<file path="config.mk">
export PLATFORM = sky130hd
export DESIGN_NAME = ptmr_top
export DESIGN_NICKNAME = d
export VERILOG_FILES = /design/src/rtl/ptmr_pkg.sv /design/src/rtl/ptmr_prescaler.sv /design/src/rtl/ptmr_counter.sv /design/src/rtl/ptmr_regs.sv /design/src/rtl/ptmr_top.sv
export SDC_FILE = /design/constraint.sdc
export NUM_CORES = 1
export LEC_CHECK = 0
export ABC_AREA = 1
export BUFFER_PORTS_ARGS = -buffer_cell sky130_fd_sc_hd__buf_2
export CAP_MARGIN = 20
export CORE_MARGIN = 2
export CORE_UTILIZATION = 59
export CTS_CLUSTER_DIAMETER = 100
export DETAILED_ROUTE_END_ITERATION = 10
export PLACE_DENSITY = 0.82
export SYNTH_ARGS = -nofsm -noshare
export SYNTH_HDL_FRONTEND = slang
export SYNTH_SLANG_ARGS = --single-unit
</file>
<file path="constraint.sdc">
create_clock -name clk -period 3.5 [get_ports clk]
set_input_delay 0.7 -clock clk [delete_from_list [all_inputs] [get_ports clk]]
set_output_delay 0.7 -clock clk [all_outputs]
set_load 0.03 [all_outputs]
</file>
<file path="src/rtl/ptmr_pkg.sv">
package ptmr_pkg;
  typedef enum logic [1:0] {
    ADDR_CNT  = 2'd0,
    ADDR_CTL1 = 2'd1,
    ADDR_CTL2 = 2'd2,
    ADDR_STAT = 2'd3
  } ptmr_addr_e;

  localparam int CTL_EN_BIT  = 7;
  localparam int CTL_SW_BIT  = 6;
  localparam int CTL_FRZ_BIT = 5;
endpackage

</file>
<file path="src/rtl/ptmr_prescaler.sv">
module ptmr_prescaler #(
  parameter int PRE_W     = 7,
  parameter int SEL_W     = 3,
  parameter int TICK_LOG2 = 6
) (
  input  logic             clk,
  input  logic             rst_n,
  input  logic             run,
  input  logic [SEL_W-1:0] sel,
  output logic             pulse,
  output logic             tick
);
  logic [PRE_W-1:0] pre_q;
  logic [PRE_W:0]   term;

  always_ff @(posedge clk or negedge rst_n) begin
    if (!rst_n)   pre_q <= '0;
    else if (run) pre_q <= pre_q + 1'b1;
  end

  assign term[0] = 1'b1;
  for (genvar i = 1; i <= PRE_W; i++) begin : g_term
    assign term[i] = &pre_q[i-1:0];
  end

  assign pulse = run && term[sel];
  assign tick  = run && term[TICK_LOG2];
endmodule

</file>
<file path="src/rtl/ptmr_counter.sv">
module ptmr_counter #(
  parameter int CNT_W = 16,
  localparam int NB   = CNT_W / 8
) (
  input  logic             clk,
  input  logic             rst_n,
  input  logic             inc,
  input  logic [NB-1:0]    wr_lane,
  input  logic [CNT_W-1:0] wdata,
  output logic [CNT_W-1:0] count,
  output logic             wrap
);
  logic [CNT_W-1:0] nxt;
  logic             any_wr;

  assign nxt    = count + 1'b1;
  assign any_wr = |wr_lane;
  assign wrap   = inc && !any_wr && (&count);

  for (genvar b = 0; b < NB; b++) begin : g_lane
    always_ff @(posedge clk or negedge rst_n) begin
      if (!rst_n)                count[b*8 +: 8] <= '0;
      else if (wr_lane[b])       count[b*8 +: 8] <= wdata[b*8 +: 8];
      else if (inc && !any_wr)   count[b*8 +: 8] <= nxt[b*8 +: 8];
    end
  end
endmodule

</file>
<file path="src/rtl/ptmr_regs.sv">
module ptmr_regs #(
  parameter int SEL_W = 3
) (
  input  logic             clk,
  input  logic             rst_n,
  input  logic             wr_ctl1,
  input  logic             wr_ctl2,
  input  logic             wr_stat,
  input  logic [7:0]       wbyte,
  input  logic             wrap,
  output logic [7:0]       ctl1,
  output logic [SEL_W-1:0] sel,
  output logic             ovf
);
  import ptmr_pkg::*;
  logic [2:0] ctl_bits;

  always_ff @(posedge clk or negedge rst_n) begin
    if (!rst_n) begin
      ctl_bits <= '0;
      sel      <= '0;
      ovf      <= 1'b0;
    end else begin
      if (wr_ctl1) ctl_bits <= wbyte[7:5];
      if (wr_ctl2) sel <= wbyte[SEL_W-1:0];
      if (wrap)                      ovf <= 1'b1;
      else if (wr_stat && wbyte[0])  ovf <= 1'b0;
    end
  end

  assign ctl1 = {ctl_bits, 5'b00000};
endmodule

</file>
<file path="src/rtl/ptmr_top.sv">
module ptmr_top #(
  parameter int CNT_W     = 16,
  parameter int SEL_W     = 3,
  parameter int TICK_LOG2 = 6,
  localparam int PRE_W    = (1 << SEL_W) - 1,
  localparam int NB       = CNT_W / 8
) (
  input  logic             clk,
  input  logic             rst_n,
  input  logic             reg_wr,
  input  logic [1:0]       reg_addr,
  input  logic [NB-1:0]    reg_be,
  input  logic [CNT_W-1:0] reg_wdata,
  output logic [CNT_W-1:0] reg_rdata,
  input  logic             test_mode,
  input  logic             wait_mode,
  input  logic             freeze_req,
  output logic             div64_tick,
  output logic             ovf_flag
);
  import ptmr_pkg::*;

  logic [7:0]       ctl1;
  logic [SEL_W-1:0] sel;
  logic             run;
  logic             pulse;
  logic             wrap;
  logic [CNT_W-1:0] count;
  logic [NB-1:0]    wr_lane;
  logic             wr_lo;

  assign run = ctl1[CTL_EN_BIT]
            && !(ctl1[CTL_SW_BIT]  && wait_mode)
            && !(ctl1[CTL_FRZ_BIT] && freeze_req);

  assign wr_lo   = reg_wr && reg_be[0];
  assign wr_lane = (reg_wr && test_mode && reg_addr == ADDR_CNT) ? reg_be : '0;

  ptmr_prescaler #(.PRE_W(PRE_W), .SEL_W(SEL_W), .TICK_LOG2(TICK_LOG2)) u_pre (
    .clk(clk), .rst_n(rst_n), .run(run), .sel(sel),
    .pulse(pulse), .tick(div64_tick)
  );

  ptmr_counter #(.CNT_W(CNT_W)) u_cnt (
    .clk(clk), .rst_n(rst_n), .inc(pulse), .wr_lane(wr_lane),
    .wdata(reg_wdata), .count(count), .wrap(wrap)
  );

  ptmr_regs #(.SEL_W(SEL_W)) u_regs (
    .clk(clk), .rst_n(rst_n),
    .wr_ctl1(wr_lo && reg_addr == ADDR_CTL1),
    .wr_ctl2(wr_lo && reg_addr == ADDR_CTL2),
    .wr_stat(wr_lo && reg_addr == ADDR_STAT),
    .wbyte(reg_wdata[7:0]), .wrap(wrap),
    .ctl1(ctl1), .sel(sel), .ovf(ovf_flag)
  );

  always_comb begin
    unique case (reg_addr)
      ADDR_CNT:  reg_rdata = count;
      ADDR_CTL1: reg_rdata = {{(CNT_W-8){1'b0}}, ctl1};
      ADDR_CTL2: reg_rdata = {{(CNT_W-SEL_W){1'b0}}, sel};
      default:   reg_rdata = {{(CNT_W-1){1'b0}}, ovf_flag};
    endcase
  end
endmodule

</file>
After elaboration in Yosys (flattened, before gate mapping) --
Cells that the tools add are included.
Cells by class: reduce and logical (&&, ||, !) cells 30, multiplexer cells 10, add/subtract/negate cells 2, magnitude comparators 1, equal/unequal tests 3
Operator list (number):
- one-hot mux 16 bit (3 select lines) | 1
- 2-to-1 mux 8 bit | 4
- adder 16 x 1 -> 16 bit (second input constant) | 1
- AND reduction 16 bit | 1
- logical AND 1 bit | 15
- adder 7 x 1 -> 7 bit (second input constant) | 1
- AND reduction 7 bit | 1
- AND reduction 6 bit | 1
- nonzero test 2 bit | 3
- AND reduction 5 bit | 1
- == test 2 bit (second input constant) | 2
- < comparator 3 x 4 -> 1 bit (second input constant) | 1
- AND reduction 4 bit | 1
- binary-select mux 1 bit (select 3 bit) | 1
- zero test 1 bit | 3
- 2-to-1 mux 1 bit | 3
- AND reduction 3 bit | 1
- == test 2 x 1 -> 1 bit (second input constant) | 1
- zero test 2 bit | 1
- 2-to-1 mux 2 bit | 1
- AND reduction 2 bit | 1
- OR reduction 2 bit | 1
Word-level totals: output and inout bits 18, register bits 30, input bits 26, logic and storage cells 52

Logic depth before layout (Yosys ltp) --
Gate-level depths: netlist of the first run.
depth in word-level cells 8, gate-level depth with buffers 12, mapped depth without buffers 12

Hierarchy --
A second synthesis of the first run with hierarchy kept.
Second synthesis, totals: cell total of the unflattened synthesis 323, area total of the unflattened synthesis 2165.8 um2
By module, submodules not included:
- ptmr_counter | seq. area each 400.4 um2, cells an instance 175, area an instance 1157.4 um2, instances 1
- ptmr_prescaler | seq. area each 175.2 um2, cells an instance 52, area an instance 434.2 um2, instances 1
- ptmr_regs | seq. area each 175.2 um2, cells an instance 35, area an instance 306.5 um2, instances 1
- ptmr_top | seq. area each 0.0 um2, cells an instance 61, area an instance 267.8 um2, instances 1

Worst setup path before layout of the first run --
OpenSTA, ideal clock, no wires.
path kind input to output, start point input reg_addr[1], end point output reg_rdata[6], cell stages on the path 3, slack 1.157 ns, arrival time 1.643 ns, cells stage by stage nor2_4 inv_1 o21ai_0
On the way: longest elaborated chain between the ends 2, elaborated cells between the ends (all ways) 4, those cells by class 2 x eq/ne; 1 x mux; 1 x reduce/logical
RTL lines:
- start: declaration | RTL line ptmr_top.sv:11 | input logic [1:0] reg_addr,
- == test 2 bit, or another cell as far along | RTL line ptmr_top.sv:59 | unique case (reg_addr)
- one-hot mux 16 bit (3 select lines) * | RTL line ptmr_top.sv:59
- end: declaration | RTL line ptmr_top.sv:14 | output logic [CNT_W-1:0] reg_rdata,
Every way passes the cells marked *; elsewhere a longest branch is shown, timed or not.

Worst setup path after layout of the first run --
start point input reg_addr[1], end point output reg_rdata[7]
The elaborated chain is that of the path after synthesis.

==> results_tabular.tex, run 1 <==
\begin{tabular}{lr}
\hline
Metric & Value \\
\hline
\multicolumn{2}{l}{\textbf{Critical path}} \\
Reg-to-reg startpoint & u\_pre.pre\_q[0] \\
Family with the most delay on the worst path & buffers and inverters \\
Highest net fanout along the worst path & 13 \\
Capture point of the worst reg-to-reg path & u\_cnt.count[10] \\
Library cell appearing most often on the critical path & sky130\_fd\_sc\_hd\_\_buf\_2 \\
Critical Path Max Stage Delay & 0.27 ns \\
Worst setup SP type & primary input \\
Flop2flop setup slack & 1.47 ns \\
Slowest cell on the critical path & sky130\_fd\_sc\_hd\_\_o21ai\_0 \\
Category of the critical setup timing path & in -> out \\
Capturing element type of the critical path & primary output \\
CP Cell Sequence & buf\_2 -> nor2\_4 -> inv\_1 -> o21ai\_0 -> buf\_2 \\
Buf+Inv Stages, Crit Path & 3 \\
Req. time, crit path & 2.80 ns \\
Critical Path AT & 1.80 ns \\
Worst Reg2Reg Path Length in Cells & 12 \\
\multicolumn{2}{l}{\textbf{Synth}} \\
Warning count from the yosys run & 0 \\
Cell area after technology mapping & 0.00207 mm\^{}2 \\
Distinct cell type count after synthesis & 26 \\
Total of flip-flops plus latches after synthesis & 30 \\
Syn nets & 353 \\
Seq/Total Area, Yosys & 36.3\% \\
Number of instances in the synthesized netlist & 323 \\
Average size of a mapped cell & 6.41 um\^{}2 \\
\multicolumn{2}{l}{\textbf{Finish}} \\
Flip-flop and latch area & 751 um\^{}2 \\
\# fillers & 334 \\
Area of the multi-input gates & 0.00117 mm\^{}2 \\
Fraction of layout cells with a size suffix above 1 & 16.0\% \\
Design Area, Final & 0.00238 mm\^{}2 \\
Relative area change from synthesis to final layout & 14.8\% \\
Nets & 398 \\
Antenna diodes & 0 \\
\multicolumn{2}{l}{\textbf{STA}} \\
Slew @ Worst Pin & 0.668 ns \\
Final critical delay including setup and external delays & 2.50 ns \\
Headroom to the max-slew limit & 55.5\% \\
RSZ-0062 raised after global routing & no \\
Worst setup slack after layout & 1.00 ns \\
Final count of pins violating max slew & 0 \\
Maximum operating frequency & 400 MHz \\
Final Skew & 0.0118 ns \\
Count of endpoints failing setup in the final report & 0 \\
Number of hold-slack violations in the final timing report & 0 \\
Crit share post-route & 71.4\% \\
Post-Route Setup TNS & 0 ns \\
\multicolumn{2}{l}{\textbf{Power}} \\
Clock power share & 18.0\% \\
Relative contribution of combinational cells to total power & 35.8\% \\
Pint & 699 uW \\
Power share of the sequential group & 46.2\% \\
Switching fraction of total power & 42.6\% \\
Total power density per cell area & 512 mW/mm\^{}2 \\
Tot Pwr & 1.22 mW \\
Worst supply voltage drop on vdd & 322 uV \\
Static leakage & 1.32 nW \\
Net switching power & 518 uW \\
\multicolumn{2}{l}{\textbf{Global routing}} \\
Maximum number of pins on one net before global-route repair & 31 \\
Vias in the first global route & 2022 \\
Final global-route overflow total & 0 \\
GR Util All Layers & 28.5\% \\
Number of antenna violations at the first check in global routing & 0 \\
Global-route wire length before repair & 9020 um \\
\multicolumn{2}{l}{\textbf{Job}} \\
Max-cap violations & 0 \\
\multicolumn{2}{l}{\textbf{Clock network}} \\
CTS tree & done \\
Clock buffer depth & 2 \\
Number of CTS-inserted buffers & 5 \\
Clock root buffer & sky130\_fd\_sc\_hd\_\_clkbuf\_4 \\
Total number of clock tree sinks & 30 \\
Clock-pin transition on the worst setup and hold timing paths & 0.10 ns \\
Hold\_buf cts & 0 \\
Number of levels in the clock H-tree & 2 \\
Setup repair bufs after CTS & 0 \\
Total of cells resized after clock tree synthesis & 0 \\
Clock latency reported for the late side of the worst-skew pair & 0.33 ns \\
\multicolumn{2}{l}{\textbf{Floorplanning}} \\
Overall die width & 63.2 um \\
Die H & 63.2 um \\
Std-Cell Rows & 21 \\
Effective utilization at floorplan & 61.6\% \\
Placeable core area & 0.00336 mm\^{}2 \\
Count of boundary I/O pins & 44 \\
DIE AREA & 0.00400 mm\^{}2 \\
\multicolumn{2}{l}{\textbf{Placed design}} \\
Placed cell areas & 0.00232 mm\^{}2 \\
Post-DP HPWL & 3800 um \\
Setup Slack @ Placement & 1.02 ns \\
Routability cong. & 0.855 \\
IO Port Bufs & 43 \\
\multicolumn{2}{l}{\textbf{Detailed routing}} \\
Pre-antenna DRT Iters & 4 \\
Final antenna-violating net count & 0 \\
Post-DR wirelength/cell & 12.0 um \\
Via count of the routed design & 2153 \\
Average via count per standard cell & 5.19 \\
Initial detailed-routing violation count & 158 \\
Sum of routed wire length over all layers & 4990 um \\
DRC violations left & 0 \\
\multicolumn{2}{l}{\textbf{Worst hold path}} \\
Worst min path class & in -> async \\
\multicolumn{2}{l}{\textbf{Status}} \\
Run status & complete, no violations \\
\hline
\end{tabular}
==> cell type report <==
class                           instances  area share [%]
Clock buffer                            7            2.32
Tap cell                               46            2.42
Sequential cell                        30            31.6
Clock inverter                          1           0.211
Multi-Input combinational cell        255            49.2
Inverter                               33            5.21
Timing Repair Buffer                   43            9.05
==> flip-flops by register name, indices dropped and copies added, names as in the netlist <==
signal and flops:
u_cnt.count 16, u_pre.pre_q 7, u_regs.ctl_bits 3, u_regs.sel 3, u_regs.ovf 1
==> synthesized netlist by cell type <==
cell	count	share of area, %
sky130_fd_sc_hd__nand2_1	139	25
sky130_fd_sc_hd__nand3_1	36	8.7
sky130_fd_sc_hd__nor2_1	33	6.0
sky130_fd_sc_hd__inv_1	32	5.8
sky130_fd_sc_hd__dfrtp_1	30	36
sky130_fd_sc_hd__o21ai_0	16	3.9
sky130_fd_sc_hd__nand4_1	5	1.5
sky130_fd_sc_hd__xor2_1	5	2.1
sky130_fd_sc_hd__clkbuf_1	4	0.72
sky130_fd_sc_hd__ha_1	4	2.4
sky130_fd_sc_hd__nand2_2	2	0.60
sky130_fd_sc_hd__nor2_2	2	0.60
sky130_fd_sc_hd__o21ai_1	2	0.48
sky130_fd_sc_hd__a21oi_1	1	0.24
sky130_fd_sc_hd__a22o_1	1	0.42
sky130_fd_sc_hd__buf_6	1	0.54
sky130_fd_sc_hd__inv_2	1	0.18
sky130_fd_sc_hd__nand2_4	1	0.54
sky130_fd_sc_hd__nand3_2	1	0.48
sky130_fd_sc_hd__nand4_4	1	1.0
sky130_fd_sc_hd__nor2_4	1	0.54
sky130_fd_sc_hd__nor3_1	1	0.24
sky130_fd_sc_hd__o211ai_1	1	0.36
sky130_fd_sc_hd__o22ai_1	1	0.30
sky130_fd_sc_hd__o2bb2ai_1	1	0.42
sky130_fd_sc_hd__xnor2_1	1	0.42
==> worst max path at each step <==
| stage | start | endpoint | slack (ns) | depth (start not counted) |
|---|---|---|---|---|
| final | reg_addr[1] | reg_rdata[7] | 1.00 | 5 |
| after global routing | u_pre.pre_q[0] | div64_tick | 0.93 | 6 |
| after CTS | reg_addr[1] | reg_rdata[7] | 1.01 | 5 |
| after detailed placement | reg_addr[1] | reg_rdata[7] | 1.02 | 5 |
| after global placement | reg_addr[1] | reg_rdata[7] | 1.06 | 5 |
| after floorplan | reg_addr[1] | reg_rdata[6] | 1.16 | 3 |
==> per-layer routing <==
metal	part of all wire [%]	global-route usage (%)	vias up
met4	1.2	8.15	0
met3	5.3	4.64	8
met5	0	0	-
met2	46	47.2	47
li1	-	-	1114
met1	47	38.7	984
==> power by group through the flow <==
stage,registers (mW),clock network [mW],logic [mW]
2_1_floorplan,0.533,0,0.335
3_3_place_gp,0.561,0,0.419
3_5_place_dp,0.567,0,0.433
4_1_cts,0.560,0.225,0.438
5_1_grt,0.581,0.235,0.515
6_report,0.563,0.219,0.435
==> layout by cell type, fill, tap and decap left out, types with 2 or more instances in the layout <==
cell type / instances
sky130_fd_sc_hd__nand2_1: 139
sky130_fd_sc_hd__nand4_1: 5
sky130_fd_sc_hd__buf_2: 43
sky130_fd_sc_hd__nor2_2: 2
sky130_fd_sc_hd__dfrtp_1: 30
sky130_fd_sc_hd__nand3_1: 36
sky130_fd_sc_hd__xor2_1: 5
sky130_fd_sc_hd__clkbuf_4: 5
sky130_fd_sc_hd__inv_1: 32
sky130_fd_sc_hd__nor2_1: 33
sky130_fd_sc_hd__o21ai_1: 2
sky130_fd_sc_hd__o21ai_0: 16
sky130_fd_sc_hd__ha_1: 4
sky130_fd_sc_hd__nand2_2: 2
==> kinds of logic after synthesis <==
family	Yosys count	synth area share [%]
flops	30	36.3
fa+ha+maj	4	2.42
xor+xnor	6	2.54
compound gates	23	6.10
buf+inv	38	7.25
simple gates	222	45.4
==> through the flow <==
stage,utilization [%],instances,hold slack [ns]
finish,70.7,415,0.387
global route,70.7,415,0.439
CTS,70.7,415,0.405
detailed placement,68.9,407,0.467
global placement,68.9,407,0.455
floorplan,-,323,0.404
No activity file was read; power rests on OpenSTA's default activity.
==> run 2, diff against run 1 <==
Settings changed: ABC_AREA 1 to 0, CORE_UTILIZATION 59 to 54, PLACE_DENSITY 0.82 to 0.77.
Clock period 3.5 ns to 2.62 ns, I/O delays scaled along.
==> run 2 against run 1 <==
  * Final cell count is 29% lower
  * Largest cell class unchanged
  * Design area is 6.1% lower
  * Via count is 22% lower
  * Combinational power is 40% higher
==> results_tabular.tex, run 2 <==
\begin{tabular}{lr}
\hline
Metric & Value \\
\hline
\multicolumn{2}{l}{\textbf{Status}} \\
Run status & complete, no violations (unchanged) \\
\multicolumn{2}{l}{\textbf{Floorplanning}} \\
DIE AREA & 0.00406 mm\^{}2 (was 0.00400 mm\^{}2) \\
Effective utilization at floorplan & 56.8\% (was 61.6\%) \\
Overall die width & 63.7 um (was 63.2 um) \\
Placeable core area & 0.00339 mm\^{}2 (was 0.00336 mm\^{}2) \\
Count of boundary I/O pins & 44 (unchanged) \\
Die H & 63.7 um (was 63.2 um) \\
Std-Cell Rows & 21 (unchanged) \\
\multicolumn{2}{l}{\textbf{Power}} \\
Clock power share & 17.4\% (was 18.0\%) \\
Worst supply voltage drop on vdd & 441 uV (was 322 uV) \\
Static leakage & 1.00 nW (was 1.32 nW) \\
Tot Pwr & 1.66 mW (was 1.22 mW) \\
Relative contribution of combinational cells to total power & 36.8\% (was 35.8\%) \\
Pint & 1.00 mW (was 699 uW) \\
Power share of the sequential group & 45.9\% (was 46.2\%) \\
Switching fraction of total power & 39.6\% (was 42.6\%) \\
Total power density per cell area & 743 mW/mm\^{}2 (was 512 mW/mm\^{}2) \\
Net switching power & 658 uW (was 518 uW) \\
\multicolumn{2}{l}{\textbf{Synth}} \\
Fraction of registers with async set/reset & 100\% (unchanged) \\
Most common library cells after synthesis & 30 x sky130\_fd\_sc\_hd\_\_dfrtp\_1, 21 x sky130\_fd\_sc\_hd\_\_nor2\_1, 16 x sky130\_fd\_sc\_hd\_\_nand2\_1 (was 139 x sky130\_fd\_sc\_hd\_\_nand2\_1, 36 x sky130\_fd\_sc\_hd\_\_nand3\_1, 33 x sky130\_fd\_sc\_hd\_\_nor2\_1) \\
Average size of a mapped cell & 9.43 um\^{}2 (was 6.41 um\^{}2) \\
Share of the synthesized area in the top cell type & 39.0\% (was 36.3\%) \\
Leading cell type by number of instances after synthesis & sky130\_fd\_sc\_hd\_\_dfrtp\_1 (was sky130\_fd\_sc\_hd\_\_nand2\_1) \\
Total of flip-flops plus latches after synthesis & 30 (unchanged) \\
Dominant register cell in the synthesized netlist & sky130\_fd\_sc\_hd\_\_dfrtp\_1 (unchanged) \\
Cell area after technology mapping & 0.00192 mm\^{}2 (was 0.00207 mm\^{}2) \\
Syn nets & 234 (was 353) \\
Warning count from the yosys run & 0 (unchanged) \\
Distinct cell type count after synthesis & 47 (was 26) \\
Number of flops mapped to enable cells by yosys & 0 (unchanged) \\
Cell types with the largest area share after synthesis & sky130\_fd\_sc\_hd\_\_dfrtp\_1 39\%, sky130\_fd\_sc\_hd\_\_mux2\_2 5.3\%, sky130\_fd\_sc\_hd\_\_mux2i\_1 4.7\% (was sky130\_fd\_sc\_hd\_\_dfrtp\_1 36\%, sky130\_fd\_sc\_hd\_\_nand2\_1 25\%, sky130\_fd\_sc\_hd\_\_nand3\_1 8.7\%) \\
Number of instances in the synthesized netlist & 204 (was 323) \\
Seq/Total Area, Yosys & 39.0\% (was 36.3\%) \\
Largest area contributor in the netlist & sky130\_fd\_sc\_hd\_\_dfrtp\_1 (unchanged) \\
\multicolumn{2}{l}{\textbf{Critical path}} \\
Capturing element type of the critical path & register (was primary output) \\
Reg-to-reg startpoint & u\_pre.pre\_q[0] (unchanged) \\
Flop2flop setup slack & 0.28 ns (was 1.47 ns) \\
Category of the critical setup timing path & reg -> reg (was in -> out) \\
Worst setup path start & u\_pre.pre\_q[0] (was reg\_addr[1]) \\
Req. time, crit path & 2.87 ns (was 2.80 ns) \\
Critical Path AT & 2.60 ns (was 1.80 ns) \\
Capture point of the worst reg-to-reg path & u\_cnt.count[14] (was u\_cnt.count[10]) \\
Worst setup SP type & register (was primary input) \\
Worst Reg2Reg Path Length in Cells & 9 (was 12) \\
Highest net fanout along the worst path & 32 (was 13) \\
\multicolumn{2}{l}{\textbf{Clock network}} \\
Number of levels in the clock H-tree & 2 (unchanged) \\
Hold\_buf cts & 0 (unchanged) \\
Clock latency reported for the late side of the worst-skew pair & 0.33 ns (about the same) \\
Total number of clock tree sinks & 30 (unchanged) \\
CTS tree & done (unchanged) \\
Setup repair bufs after CTS & 0 (unchanged) \\
Number of CTS-inserted buffers & 5 (unchanged) \\
Clock buffer depth & 2 (unchanged) \\
Total of cells resized after clock tree synthesis & 0 (unchanged) \\
Clock root buffer & sky130\_fd\_sc\_hd\_\_clkbuf\_4 (unchanged) \\
Clock-pin transition on the worst setup and hold timing paths & 0.09 ns (was 0.10 ns) \\
\multicolumn{2}{l}{\textbf{Job}} \\
Max-cap violations & 0 (unchanged) \\
\multicolumn{2}{l}{\textbf{Detailed routing}} \\
Post-DR wirelength/cell & 14.6 um (was 12.0 um) \\
Pre-antenna DRT Iters & 6 (was 4) \\
Initial detailed-routing violation count & 75 (was 158) \\
Via count of the routed design & 1683 (was 2153) \\
Final antenna-violating net count & 0 (unchanged) \\
Average via count per standard cell & 5.72 (was 5.19) \\
DRC violations left & 0 (unchanged) \\
Sum of routed wire length over all layers & 4280 um (was 4990 um) \\
\multicolumn{2}{l}{\textbf{Global routing}} \\
Global-route wire length before repair & 7440 um (was 9020 um) \\
Maximum number of pins on one net before global-route repair & 33 (was 31) \\
Vias in the first global route & 1616 (was 2022) \\
GR Util All Layers & 23.7\% (was 28.5\%) \\
Final global-route overflow total & 0 (unchanged) \\
Number of antenna violations at the first check in global routing & 0 (unchanged) \\
\multicolumn{2}{l}{\textbf{Finish}} \\
\# fillers & 299 (was 334) \\
Largest registers & u\_cnt.count (16), u\_pre.pre\_q (7) (unchanged) \\
Fraction of layout cells with a size suffix above 1 & 29.0\% (was 16.0\%) \\
Commonest cells after routing, fill and taps aside & 43 x sky130\_fd\_sc\_hd\_\_buf\_2, 30 x sky130\_fd\_sc\_hd\_\_dfrtp\_1, 21 x sky130\_fd\_sc\_hd\_\_nor2\_1, 16 x sky130\_fd\_sc\_hd\_\_nand2\_1, 14 x sky130\_fd\_sc\_hd\_\_nand3\_1 (was 139 x sky130\_fd\_sc\_hd\_\_nand2\_1, 43 x sky130\_fd\_sc\_hd\_\_buf\_2, 36 x sky130\_fd\_sc\_hd\_\_nand3\_1, 33 x sky130\_fd\_sc\_hd\_\_nor2\_1, 32 x sky130\_fd\_sc\_hd\_\_inv\_1) \\
Nets & 277 (was 398) \\
Relative area change from synthesis to final layout & 16.1\% (was 14.8\%) \\
Antenna diodes & 0 (unchanged) \\
Top reg by flops & u\_cnt.count (unchanged) \\
Most frequent standard cell in the layout excluding fill and tap cells & sky130\_fd\_sc\_hd\_\_buf\_2 (was sky130\_fd\_sc\_hd\_\_nand2\_1) \\
Number of flip-flops under the largest register name & 16 (unchanged) \\
\multicolumn{2}{l}{\textbf{Placed design}} \\
IO Port Bufs & 43 (unchanged) \\
Routability cong. & 0.920 (was 0.855) \\
Post-DP HPWL & 3200 um (was 3800 um) \\
\multicolumn{2}{l}{\textbf{STA}} \\
Count of endpoints failing setup in the final report & 0 (unchanged) \\
Final Skew & 0.00582 ns (was 0.0118 ns) \\
RSZ-0062 raised after global routing & no (unchanged) \\
Final count of pins violating max slew & 0 (unchanged) \\
Maximum operating frequency & 426 MHz \\
Post-Route Setup TNS & 0 ns (unchanged) \\
Headroom to the max-slew limit & 55.8\% (was 55.5\%) \\
Crit share post-route & 89.5\% \\
Slew @ Worst Pin & 0.663 ns (was 0.668 ns) \\
Final critical delay including setup and external delays & 2.34 ns \\
Number of hold-slack violations in the final timing report & 0 (unchanged) \\
\multicolumn{2}{l}{\textbf{Worst hold path}} \\
Worst min path class & in -> async (unchanged) \\
\hline
\end{tabular}
-- run 2: changes by cell type in the layout (fill, tap and decap cells not counted), sizes merged, moves of 9 or more --
cell   before  now
o21ai      18    4
nand2     142   17
mux2        0    9
or4         0    9
nand3      37   14
and2        0   11
mux2i       0    9
nor2       36   22
inv        33    5
a31oi       0    9
-- run 2: power by group through the flow --
| stage | Sequential, mW | Combinational (mW) | Clock, mW |
|---|---|---|---|
| finish | 0.761 | 0.610 | 0.288 |
| detailed placement | 0.768 | 0.614 | 0 |
| global route | 0.789 | 0.685 | 0.323 |
| floorplan | 0.725 | 0.485 | 0 |
| CTS | 0.759 | 0.617 | 0.302 |
| global placement | 0.766 | 0.599 | 0 |
-- run 2: area by class of cell --
| cell class | instances | area, um^2 | share of cell area [%] |
|---|---|---|---|
| multi-input combinational | 159 | 1100 | 49.1 |
| sequential | 30 | 751 | 33.6 |
| timing repair buffer | 46 | 250 | 11.2 |
| tap | 46 | 57.6 | 2.58 |
| clock buffer | 7 | 55.1 | 2.46 |
| inverter | 5 | 18.8 | 0.840 |
| clock inverter | 1 | 5.00 | 0.224 |
-- run 2: metal layers --
metal / track usage, % / vias up / wire length (um)
met3: 4.46 / 8 / 175
li1: - / 856 / -
met5: 0 / - / 0
met4: 8.97 / 0 / 71
met1: 33.2 / 778 / 2140
met2: 36.4 / 41 / 1890
-- run 2: critical path: stages (launching register included) --
cell and delay [ns]:
sky130_fd_sc_hd__dfrtp_1 0.42, sky130_fd_sc_hd__ha_1 0.23, sky130_fd_sc_hd__and3_1 0.21, sky130_fd_sc_hd__ha_1 0.16
sky130_fd_sc_hd__mux2i_1 0.08, sky130_fd_sc_hd__o211ai_2 0.16, sky130_fd_sc_hd__nand4_2 0.14, sky130_fd_sc_hd__buf_12 0.18
sky130_fd_sc_hd__or4_1 0.49, sky130_fd_sc_hd__a31oi_1 0.19
-- run 2: kinds of logic (layout without fill, tap and decap cells) --
logic type	count (synthesis)	in the layout	synth area share [%]
buffers and inverters	15	59	4.03
AND/OR/NAND/NOR	100	100	30.2
flip-flops	30	30	39.0
adder cells (fa/ha/maj)	4	4	2.60
multiplexers	18	18	9.95
XOR/XNOR	4	4	1.82
AO/OA/AOI/OAI	33	33	12.4
-- run 2: worst max-delay path by stage --
stage | cells past startpoint | endpoint
final | 9 | u_cnt.count[14]
after global routing | 9 | u_cnt.count[14]
after CTS | 9 | u_cnt.count[14]
after detailed placement | 9 | u_cnt.count[14]
after global placement | 9 | u_cnt.count[14]
after floorplan | 10 | u_cnt.count[8]
-- run 2: metrics by stage --
| step | util (%) | instances | worst slack [ns] | cell area (um^2) | hold WS [ns] |
|---|---|---|---|---|---|
| 3_5_place_dp | 64.1 | 286 | 0.290 | 2170 | 0.473 |
| 2_1_floorplan | - | 204 | 0.452 | 1920 | 0.228 |
| 5_1_grt | 65.9 | 294 | 0.132 | 2230 | 0.253 |
| 4_1_cts | 65.9 | 294 | 0.253 | 2230 | 0.231 |
| 6_report | 65.9 | 294 | 0.275 | 2230 | 0.214 |
| 3_3_place_gp | 64.1 | 286 | 0.400 | 2170 | 0.477 |
==> run 3, diff against run 2 <==
Settings changed: REMOVE_ABC_BUFFERS from default to 1.
==> run 3 against run 2 <==
  * Clock power down 15%
  * Core utilization down 0.44 points
  * Wire length down 4.3%
  * Non-clock buffer count unchanged
  * Final cell count down 0.34%
  * Maximum frequency up 1.6%
  * Clock skew up 0.0038 ns
  * Count of clock-buffer cells in the layout unchanged
  * Sequential share of layout area up 0.23 points
==> results_tabular.tex, run 3 (synthesis results as in run 2) <==
\begin{tabular}{lr}
\hline
Metric & Value \\
\hline
\multicolumn{2}{l}{\textbf{Clock network}} \\
Number of CTS-inserted buffers & 5 (unchanged) \\
Clock buffer depth & 2 (unchanged) \\
Clock-pin transition on the worst setup and hold timing paths & 0.09 ns (about the same) \\
Clock latency reported for the late side of the worst-skew pair & 0.32 ns (was 0.33 ns) \\
Total of cells resized after clock tree synthesis & 0 (unchanged) \\
Hold\_buf cts & 0 (unchanged) \\
Setup repair bufs after CTS & 0 (unchanged) \\
Clock root buffer & sky130\_fd\_sc\_hd\_\_clkbuf\_4 (unchanged) \\
CTS tree & done (unchanged) \\
Total number of clock tree sinks & 30 (unchanged) \\
Number of levels in the clock H-tree & 2 (unchanged) \\
\multicolumn{2}{l}{\textbf{Global routing}} \\
Global-route wire length before repair & 7230 um (was 7440 um) \\
Maximum number of pins on one net before global-route repair & 33 (unchanged) \\
Final global-route overflow total & 0 (unchanged) \\
Number of antenna violations at the first check in global routing & 0 (unchanged) \\
Vias in the first global route & 1555 (was 1616) \\
GR Util All Layers & 22.6\% (was 23.7\%) \\
\multicolumn{2}{l}{\textbf{Finish}} \\
Nets & 277 (unchanged) \\
Relative area change from synthesis to final layout & 15.3\% (was 16.1\%) \\
Design Area, Final & 0.00222 mm\^{}2 (was 0.00223 mm\^{}2) \\
\# fillers & 281 (was 299) \\
Largest registers & u\_cnt.count (16), u\_pre.pre\_q (7) (unchanged) \\
Final Instance Count excl. Fillers & 293 (was 294) \\
Area of the multi-input gates & 0.00110 mm\^{}2 (unchanged) \\
Antenna diodes & 0 (unchanged) \\
Commonest cells after routing, fill and taps aside & 43 x sky130\_fd\_sc\_hd\_\_buf\_2, 30 x sky130\_fd\_sc\_hd\_\_dfrtp\_1, 21 x sky130\_fd\_sc\_hd\_\_nor2\_1, 16 x sky130\_fd\_sc\_hd\_\_nand2\_1, 14 x sky130\_fd\_sc\_hd\_\_nand3\_1 (unchanged) \\
Flip-flop and latch area & 751 um\^{}2 (unchanged) \\
Most frequent standard cell in the layout excluding fill and tap cells & sky130\_fd\_sc\_hd\_\_buf\_2 (unchanged) \\
Number of flip-flops under the largest register name & 16 (unchanged) \\
Top reg by flops & u\_cnt.count (unchanged) \\
Fraction of layout cells with a size suffix above 1 & 28.3\% (was 29.0\%) \\
\multicolumn{2}{l}{\textbf{Placed design}} \\
Post-DP HPWL & 3110 um (was 3200 um) \\
Total instance count after detailed placement & 286 (unchanged) \\
Placed cell areas & 0.00217 mm\^{}2 (unchanged) \\
Routability cong. & 0.811 (was 0.920) \\
IO Port Bufs & 43 (unchanged) \\
\multicolumn{2}{l}{\textbf{Critical path}} \\
Critical Path AT & 2.56 ns (was 2.60 ns) \\
Highest net fanout along the worst path & 32 (unchanged) \\
Capturing element type of the critical path & register (unchanged) \\
Reg-to-reg startpoint & u\_pre.pre\_q[0] (unchanged) \\
CP Cell Sequence & ha\_1 -> and3\_1 -> ha\_1 -> mux2i\_1 -> o211ai\_2 -> nand4\_2 -> buf\_12 -> or4\_1 -> a31oi\_1 (unchanged) \\
Slowest cell on the critical path & sky130\_fd\_sc\_hd\_\_or4\_1 (unchanged) \\
Worst setup path start & u\_pre.pre\_q[0] (unchanged) \\
Category of the critical setup timing path & reg -> reg (unchanged) \\
Worst Reg2Reg Path Length in Cells & 9 (unchanged) \\
Library cell appearing most often on the critical path & sky130\_fd\_sc\_hd\_\_ha\_1 (unchanged) \\
Req. time, crit path & 2.87 ns (about the same) \\
Critical Path Max Stage Delay & 0.50 ns (was 0.49 ns) \\
Worst setup SP type & register (unchanged) \\
\multicolumn{2}{l}{\textbf{Detailed routing}} \\
Pre-antenna DRT Iters & 4 (was 6) \\
Post-DR wirelength/cell & 14.0 um (was 14.6 um) \\
Sum of routed wire length over all layers & 4100 um (was 4280 um) \\
Average via count per standard cell & 5.73 (was 5.72) \\
Via count of the routed design & 1679 (was 1683) \\
Initial detailed-routing violation count & 107 (was 75) \\
Final antenna-violating net count & 0 (unchanged) \\
DRC violations left & 0 (unchanged) \\
\multicolumn{2}{l}{\textbf{Floorplanning}} \\
DIE AREA & 0.00406 mm\^{}2 (unchanged) \\
Count of boundary I/O pins & 44 (unchanged) \\
Die H & 63.7 um (unchanged) \\
Overall die width & 63.7 um (unchanged) \\
Placeable core area & 0.00339 mm\^{}2 (unchanged) \\
Effective utilization at floorplan & 56.8\% (unchanged) \\
Std-Cell Rows & 21 (unchanged) \\
\multicolumn{2}{l}{\textbf{STA}} \\
RSZ-0062 raised after global routing & no (unchanged) \\
Final Skew & 0.00963 ns (was 0.00582 ns) \\
Final count of pins violating max slew & 0 (unchanged) \\
Slew @ Worst Pin & 0.665 ns (was 0.663 ns) \\
Final critical delay including setup and external delays & 2.31 ns (was 2.34 ns) \\
Maximum operating frequency & 433 MHz (was 426 MHz) \\
Number of hold-slack violations in the final timing report & 0 (unchanged) \\
Headroom to the max-slew limit & 55.7\% (was 55.8\%) \\
Crit share post-route & 88.1\% (was 89.5\%) \\
Count of endpoints failing setup in the final report & 0 (unchanged) \\
Post-Route Setup TNS & 0 ns (unchanged) \\
\multicolumn{2}{l}{\textbf{Job}} \\
Max-cap violations & 0 (unchanged) \\
\multicolumn{2}{l}{\textbf{Worst hold path}} \\
Worst min path class & in -> async (unchanged) \\
\multicolumn{2}{l}{\textbf{Power}} \\
Total power density per cell area & 728 mW/mm\^{}2 (was 743 mW/mm\^{}2) \\
Static leakage & 0.992 nW (was 1.00 nW) \\
Worst supply voltage drop on vdd & 498 uV (was 441 uV) \\
\multicolumn{2}{l}{\textbf{Status}} \\
Run status & complete, no violations (unchanged) \\
\hline
\end{tabular}
[run 3: cell types whose count changed in the layout (fill, tap and decap cells not counted)]
cell,previous run,this run
sky130_fd_sc_hd__clkbuf_1,1,2
sky130_fd_sc_hd__clkbuf_8,1,0
sky130_fd_sc_hd__clkinv_2,1,0
[run 3: worst paths after layout]
check                      slack [ns]                  to
max in group asynchronous        1.96  u_regs.ctl_bits[0]
max reg2reg                      0.31      u_cnt.count[7]
min in group clk                 0.40      u_cnt.count[3]
min                              0.22      u_cnt.count[9]
min reg2reg                      0.50      u_pre.pre_q[6]
max                              0.31      u_cnt.count[7]
[run 3: final cells by class]
| type | count | area share (%) |
|---|---|---|
| clock buffer | 7 | 2.03 |
| inverter | 5 | 0.846 |
| multi-input combinational | 159 | 49.4 |
| sequential | 30 | 33.8 |
| tap | 46 | 2.59 |
| timing repair buffer | 46 | 11.3 |
[run 3: routing by layer]
| layer | vias to the layer above | global-route usage (%) | wire length, um |
|---|---|---|---|
| li1 | 854 | - | - |
| met1 | 760 | 29.0 | 1800 |
| met2 | 57 | 37.5 | 1990 |
| met3 | 8 | 6.25 | 230 |
| met4 | 0 | 5.71 | 72 |
| met5 | - | 0 | 0 |
[run 3: per-stage QoR]
stage	power [mW]	setup WS, ns	util, %	hold WS (ns)
final	1.62	0.311	65.4	0.221
after global placement	1.36	0.411	64.1	0.481
after detailed placement	1.38	0.307	64.1	0.497
after CTS	1.63	0.288	65.4	0.235
after floorplan	1.17	0.212	-	0.228
after global routing	1.75	0.171	65.4	0.268
[run 3: power by group]
part	internal (mW)	switching (mW)	leakage, nW
Sequential	0.600	0.166	0.364
Clock	0.101	0.144	0.0254
Combinational	0.271	0.332	0.603
Total	0.973	0.642	0.992
[run 3: critical path: cells and delay by family (launching register included)]
kind	cells	cell delay, ns
buf+inv	1	0.18
fa+ha+maj	2	0.39
compound gates	2	0.33
flops	1	0.41
simple gates	3	0.86
mux	1	0.07
